<file path="src/rtl/seg4_pkg.sv">
package seg4_pkg;
  localparam int INSN_W = 16;
  localparam int OP_W   = 4;
  localparam int ADDR_W = 12;
  localparam int DATA_W = 16;

  typedef enum logic [OP_W-1:0] {
    OP_NOP   = 4'd0,
    OP_LOAD  = 4'd1,
    OP_ADD   = 4'd2,
    OP_STORE = 4'd3,
    OP_JMP   = 4'd4
  } opcode_e;

  typedef struct packed {
    logic              v;
    logic [ADDR_W-1:0] pc;
    logic [INSN_W-1:0] ir;
  } fetch_slot_t;

  typedef struct packed {
    logic              v;
    logic [ADDR_W-1:0] pc;
    opcode_e           op;
    logic [ADDR_W-1:0] ea;
  } decode_slot_t;

  typedef struct packed {
    logic              v;
    logic [ADDR_W-1:0] pc;
    opcode_e           op;
    logic [ADDR_W-1:0] ea;
    logic [DATA_W-1:0] opnd;
  } operand_slot_t;
endpackage

</file>
<file path="src/rtl/seg4_fetch.sv">
module seg4_fetch
  import seg4_pkg::*;
#(
  parameter int                         IMEM_DEPTH = 32,
  parameter logic [INSN_W*IMEM_DEPTH-1:0] PROG     = '0
) (
  input  logic              clk,
  input  logic              rst_n,
  input  logic              redirect,
  input  logic [ADDR_W-1:0] redirect_pc,
  output logic [ADDR_W-1:0] pc,
  output fetch_slot_t       slot
);
  localparam int IDX_W = $clog2(IMEM_DEPTH);

  logic [IDX_W-1:0]  idx;
  logic              in_range;
  logic [INSN_W-1:0] word;

  assign idx      = pc[IDX_W-1:0];
  assign in_range = (pc[ADDR_W-1:IDX_W] == '0);
  assign word     = in_range ? PROG[idx*INSN_W +: INSN_W] : '0;

  always_ff @(posedge clk or negedge rst_n) begin
    if (!rst_n) begin
      pc   <= '0;
      slot <= '0;
    end else begin
      slot.pc <= pc;
      slot.ir <= word;
      if (redirect) begin
        pc     <= redirect_pc;
        slot.v <= 1'b0;
      end else begin
        pc     <= pc + 1'b1;
        slot.v <= 1'b1;
      end
    end
  end
endmodule

</file>
<file path="src/rtl/seg4_decode.sv">
module seg4_decode
  import seg4_pkg::*;
(
  input  logic         clk,
  input  logic         rst_n,
  input  logic         flush,
  input  fetch_slot_t  in_slot,
  output decode_slot_t slot
);
  opcode_e op_dec;

  always_comb begin
    case (in_slot.ir[INSN_W-1 -: OP_W])
      4'd1:    op_dec = OP_LOAD;
      4'd2:    op_dec = OP_ADD;
      4'd3:    op_dec = OP_STORE;
      4'd4:    op_dec = OP_JMP;
      default: op_dec = OP_NOP;
    endcase
  end

  always_ff @(posedge clk or negedge rst_n) begin
    if (!rst_n) begin
      slot <= '0;
    end else begin
      slot.v  <= in_slot.v & ~flush;
      slot.pc <= in_slot.pc;
      slot.op <= op_dec;
      slot.ea <= in_slot.ir[ADDR_W-1:0];
    end
  end
endmodule

</file>
<file path="src/rtl/seg4_operand.sv">
module seg4_operand
  import seg4_pkg::*;
#(
  parameter int                           DMEM_DEPTH = 16,
  parameter logic [DATA_W*DMEM_DEPTH-1:0] DATA_INIT  = '0
) (
  input  logic              clk,
  input  logic              rst_n,
  input  logic              flush,
  input  decode_slot_t      in_slot,
  input  logic              wr_en,
  input  logic [ADDR_W-1:0] wr_addr,
  input  logic [DATA_W-1:0] wr_data,
  output operand_slot_t     slot
);
  localparam int DIDX_W = $clog2(DMEM_DEPTH);

  logic [DATA_W-1:0] dmem [DMEM_DEPTH];
  logic [DIDX_W-1:0] rd_idx;
  logic [DIDX_W-1:0] wr_idx;

  assign rd_idx = in_slot.ea[DIDX_W-1:0];
  assign wr_idx = wr_addr[DIDX_W-1:0];

  always_ff @(posedge clk or negedge rst_n) begin
    if (!rst_n) begin
      for (int i = 0; i < DMEM_DEPTH; i++) begin
        dmem[i] <= DATA_INIT[i*DATA_W +: DATA_W];
      end
    end else if (wr_en) begin
      dmem[wr_idx] <= wr_data;
    end
  end

  always_ff @(posedge clk or negedge rst_n) begin
    if (!rst_n) begin
      slot <= '0;
    end else begin
      slot.v    <= in_slot.v & ~flush;
      slot.pc   <= in_slot.pc;
      slot.op   <= in_slot.op;
      slot.ea   <= in_slot.ea;
      slot.opnd <= dmem[rd_idx];
    end
  end
endmodule

</file>
<file path="src/rtl/seg4_execute.sv">
module seg4_execute
  import seg4_pkg::*;
#(
  parameter logic [ADDR_W-1:0] VECTOR = 12'h010
) (
  input  logic              clk,
  input  logic              rst_n,
  input  logic              irq,
  input  operand_slot_t     in_slot,
  output logic [DATA_W-1:0] acc,
  output logic              redirect,
  output logic [ADDR_W-1:0] redirect_pc,
  output logic              wr_en,
  output logic [ADDR_W-1:0] wr_addr,
  output logic [DATA_W-1:0] wr_data,
  output logic              jmp_exec,
  output logic [ADDR_W-1:0] jmp_tgt,
  output logic              take_irq,
  output logic              in_isr,
  output logic              irq_pend
);
  localparam logic [ADDR_W-1:0] RET_ADDR = '1;

  logic              irq_q;
  logic              irq_rise;
  logic              is_ret;
  logic [ADDR_W-1:0] epc;
  logic [ADDR_W-1:0] next_seq;

  assign irq_rise = irq & ~irq_q;
  assign jmp_exec = in_slot.v && (in_slot.op == OP_JMP);
  assign is_ret   = jmp_exec && (in_slot.ea == RET_ADDR);
  assign jmp_tgt  = is_ret ? epc : in_slot.ea;
  assign next_seq = jmp_exec ? jmp_tgt : in_slot.pc + 1'b1;
  assign take_irq = irq_pend && in_slot.v && !in_isr;

  assign redirect    = jmp_exec | take_irq;
  assign redirect_pc = take_irq ? VECTOR : jmp_tgt;

  assign wr_en   = in_slot.v && (in_slot.op == OP_STORE);
  assign wr_addr = in_slot.ea;
  assign wr_data = acc;

  always_ff @(posedge clk or negedge rst_n) begin
    if (!rst_n) begin
      acc <= '0;
    end else if (in_slot.v) begin
      case (in_slot.op)
        OP_LOAD: acc <= in_slot.opnd;
        OP_ADD:  acc <= acc + in_slot.opnd;
        default: acc <= acc;
      endcase
    end
  end

  always_ff @(posedge clk or negedge rst_n) begin
    if (!rst_n) begin
      irq_q    <= 1'b0;
      irq_pend <= 1'b0;
      in_isr   <= 1'b0;
      epc      <= '0;
    end else begin
      irq_q    <= irq;
      irq_pend <= (irq_pend & ~take_irq) | (irq_rise & ~in_isr & ~take_irq);
      if (take_irq) begin
        in_isr <= 1'b1;
        epc    <= next_seq;
      end else if (is_ret) begin
        in_isr <= 1'b0;
      end
    end
  end
endmodule

</file>
<file path="src/rtl/seg4_cpu.sv">
module seg4_cpu
  import seg4_pkg::*;
#(
  parameter int                           IMEM_DEPTH = 32,
  parameter int                           DMEM_DEPTH = 16,
  parameter logic [ADDR_W-1:0]            VECTOR     = 12'h010,
  parameter logic [INSN_W*IMEM_DEPTH-1:0] PROG       = '0,
  parameter logic [DATA_W*DMEM_DEPTH-1:0] DATA_INIT  = '0
) (
  input  logic              clk,
  input  logic              rst_n,
  input  logic              irq,
  output logic [ADDR_W-1:0] pc_dbg,
  output logic [DATA_W-1:0] acc_dbg
);
  fetch_slot_t       s1;
  decode_slot_t      s2;
  operand_slot_t     s3;
  logic              redirect;
  logic [ADDR_W-1:0] redirect_pc;
  logic              wr_en;
  logic [ADDR_W-1:0] wr_addr;
  logic [DATA_W-1:0] wr_data;
  logic              jmp_exec;
  logic [ADDR_W-1:0] jmp_tgt;
  logic              take_irq;
  logic              in_isr;
  logic              irq_pend;

  seg4_fetch #(.IMEM_DEPTH(IMEM_DEPTH), .PROG(PROG)) u_fetch (
    .clk(clk), .rst_n(rst_n), .redirect(redirect), .redirect_pc(redirect_pc),
    .pc(pc_dbg), .slot(s1)
  );

  seg4_decode u_decode (
    .clk(clk), .rst_n(rst_n), .flush(redirect), .in_slot(s1), .slot(s2)
  );

  seg4_operand #(.DMEM_DEPTH(DMEM_DEPTH), .DATA_INIT(DATA_INIT)) u_operand (
    .clk(clk), .rst_n(rst_n), .flush(redirect), .in_slot(s2),
    .wr_en(wr_en), .wr_addr(wr_addr), .wr_data(wr_data), .slot(s3)
  );

  seg4_execute #(.VECTOR(VECTOR)) u_execute (
    .clk(clk), .rst_n(rst_n), .irq(irq), .in_slot(s3), .acc(acc_dbg),
    .redirect(redirect), .redirect_pc(redirect_pc),
    .wr_en(wr_en), .wr_addr(wr_addr), .wr_data(wr_data),
    .jmp_exec(jmp_exec), .jmp_tgt(jmp_tgt), .take_irq(take_irq),
    .in_isr(in_isr), .irq_pend(irq_pend)
  );
endmodule

</file>
<file path="config.mk">
export PLATFORM = sky130hd
export DESIGN_NAME = seg4_cpu
export DESIGN_NICKNAME = d
export VERILOG_FILES = /design/src/rtl/seg4_pkg.sv /design/src/rtl/seg4_fetch.sv /design/src/rtl/seg4_decode.sv /design/src/rtl/seg4_operand.sv /design/src/rtl/seg4_execute.sv /design/src/rtl/seg4_cpu.sv
export SDC_FILE = /design/constraint.sdc
export NUM_CORES = 1
export LEC_CHECK = 0
export ABC_CLOCK_PERIOD_IN_PS = 2610
export CORE_MARGIN = 2
export CORE_UTILIZATION = 60
export CTS_CLUSTER_SIZE = 12
export DETAILED_ROUTE_END_ITERATION = 6
export GPL_TIMING_DRIVEN = 0
export PLACE_DENSITY = 0.8
export SYNTH_ARGS = -nofsm -noshare
export SYNTH_HDL_FRONTEND = slang
export SYNTH_HIERARCHICAL = 1
export SYNTH_SLANG_ARGS = --single-unit
</file>
<file path="constraint.sdc">
create_clock -name clk -period 2.61 [get_ports clk]
set_input_delay 0.783 -clock clk [delete_from_list [all_inputs] [get_ports clk]]
set_output_delay 0.783 -clock clk [all_outputs]
set_load 0.03 [all_outputs]
</file>
==> reports/results.txt <==
outcome = completed
crit path to = u_fetch/pc[8]
R2R cell count = 9
GR Overflow Total = 0
Via density = 6.09
root buffer cell = clkbuf_16
PD cells = 755 mW/mm^2
period utilization = 99.4%
diodes inserted = 0
number of buffers added on ports = 30
hold crit path type = in2async
critical path class = reg2reg
largest net degree at the start of global routing = 111
Max-slew headroom = 30.4%
crit path DAT = 3.00 ns
GRT Util Overall = 26.1%
via count = 10500
first-pass GRT wire length = 61100 um
Critical Path End Type = register
Hold Vio Cnt, Final = 0
drt first-iter violations = 701
TritonCTS clock tree = done
Final Max Tran Viols = 0
CP startpoint = u_operand/slot[31]
post-place instance area = 0.0182 mm^2
P_leak = 9.31 nW
hold_buf cts = 0
Routed Antenna Nets = 0
final instance area = 0.0196 mm^2
crit path max fanout = 10
Cell Rows = 62
vias in the first global route = 11000
Die ar. = 0.0302 mm^2
Worst Max-Slew Pin Slew = 1.04 ns
Routability Congestion = 0.912
Area growth syn-to-layout = 13.2%
setup TNS = 0 ns
R2R Path Start = u_operand/slot[31]
drt first pass iters = 5
Synth Instances = 1224
maximum clock path buffer count = 3
H-tree levels = 2
reg2reg end = u_fetch/pc[8]
DRT Wirelength = 37900 um
WP data required = 3.02 ns
synthesized area per cell = 14.1 um^2
initial antenna violation count = 1
Core Region = 0.0285 mm^2
crit start category = register
max-cap viol count = 0
area of the mapped netlist = 0.0173 mm^2
share of cells above drive strength 1 = 37.1%
YS warnings = 6
drc violations = 0
clock skew = 0.0251 ns
CTS Buf Count = 40
worst vdd ir = 0.465 mV
fmax = 0.386 GHz
unrepaired setup endpoints after global routing = true
I/O Pins = 31
initial core utilization = 60.5%
clock sink total = 385
reg2reg setup slack = 0.02 ns
Skew-Pair Late Insertion Delay = 0.54 ns
Die Ht = 174 um
Detailed Place HPWL = 25200 um
min Tclk post-route = 2.59 ns
Die X = 174 um
Nets = 1341
# setup viols final = 0
drt wl/cell = 21.9 um
clk slew on worst S/H paths = 0.06 ns
cell type report:
| type | instances | area (um^2) |
|---|---|---|
| Timing Repair Buffer | 40 | 453 |
| Buffer | 112 | 669 |
| Multi-Input combinational cell | 732 | 7060 |
| Sequential cell | 385 | 9630 |
| Tap cell | 384 | 480 |
| Clock inverter | 5 | 55.1 |
| Inverter | 9 | 35.0 |
| Fill cell | 1937 | 8990 |
| Clock buffer | 60 | 1170 |
registers in the layout, summed over array words and instances, names as in the netlist:
signal and flops:
u_operand/dmem 256, u_fetch/slot 13, u_execute/acc 16, u_execute/irq_pend 1
u_operand/slot 45, u_execute/epc 12, u_decode/slot 28, u_execute/irq_q 1
u_execute/in_isr 1, u_fetch/pc 12
power breakdown:
group	total [mW]	internal, mW	switching, mW
clock	5.33	3.08	2.25
combinational	2.38	0.891	1.49
sequential	7.05	6.56	0.491
metal layers:
metal | GRT usage (%) | wire length [um] | vias up
li1 | - | - | 4583
met1 | 38.0 | 16800 | 5500
met2 | 41.4 | 18000 | 369
met3 | 4.14 | 2230 | 65
met4 | 7.42 | 784 | 0
met5 | 0 | 0 | -
critical path, stage by stage (launching register included):
cell	delay (ns)
dfrtp_1	0.39
nand2b_4	0.18
nor3_4	0.15
nand2_4	0.13
or4_4	0.55
buf_6	0.15
buf_12	0.14
mux2_4	0.29
nor2b_4	0.12
a221o_1	0.35
how the worst min path moves through the flow:
| stage | start | endpoint | slack (ns) | cells after the start |
|---|---|---|---|---|
| floorplan | u_fetch/slot[16] | u_decode/slot[16] | 0.33 | 0 |
| global placement | u_decode/slot[7] | u_operand/slot[23] | 0.33 | 0 |
| detailed placement | u_fetch/slot[26] | u_decode/slot[26] | 0.33 | 0 |
| CTS | rst_n | u_execute/acc[2] | 0.31 | 1 |
| global route | rst_n | u_execute/acc[3] | 0.34 | 1 |
| finish | rst_n | u_execute/acc[3] | 0.29 | 1 |
stage by stage:
step,power (mW),util (%),instances,setup WS (ns),hold WS (ns)
6_report,14.8,68.5,1727,0.0168,0.291
5_1_grt,15.4,68.5,1727,-0.0615,0.337
3_3_place_gp,9.36,63.5,1653,-15.39,0.331
4_1_cts,14.8,68.3,1724,0.00431,0.308
3_5_place_dp,9.46,63.8,1656,-0.761,0.335
2_1_floorplan,8.47,-,1239,0.193,0.331
cell usage in the layout (no fill, tap or decap), types with 5 or more instances in the layout:
cell             count
nor3_4               8
xnor2_1             14
nand3_1             18
nand2_1             59
buf_6                6
a22oi_1             32
xor2_1              11
clkbuf_1            48
buf_2               20
conb_1              17
clkdlybuf4s50_1     29
and3_1               5
a31oi_1              9
mux4_2              64
ha_1                17
nor2b_1             10
mux2_2             249
mux2_4              15
nor2_1              40
a21oi_1             47
o21ai_0             25
nand4_1              8
inv_1                8
a21o_1               5
or4_1                6
buf_4               48
or3_1                6
nor2_2               6
dfrtp_1            385
clkbuf_8             9
o21a_1               6
clkbuf_16           40
repair_timing:
action                     in CTS  in global routing
setup endpoints to repair     277                100
gates resized for setup        14                  5
pin swaps                       4                  2
buffers inserted                4                  3
No activity file was read; power rests on OpenSTA's default activity.
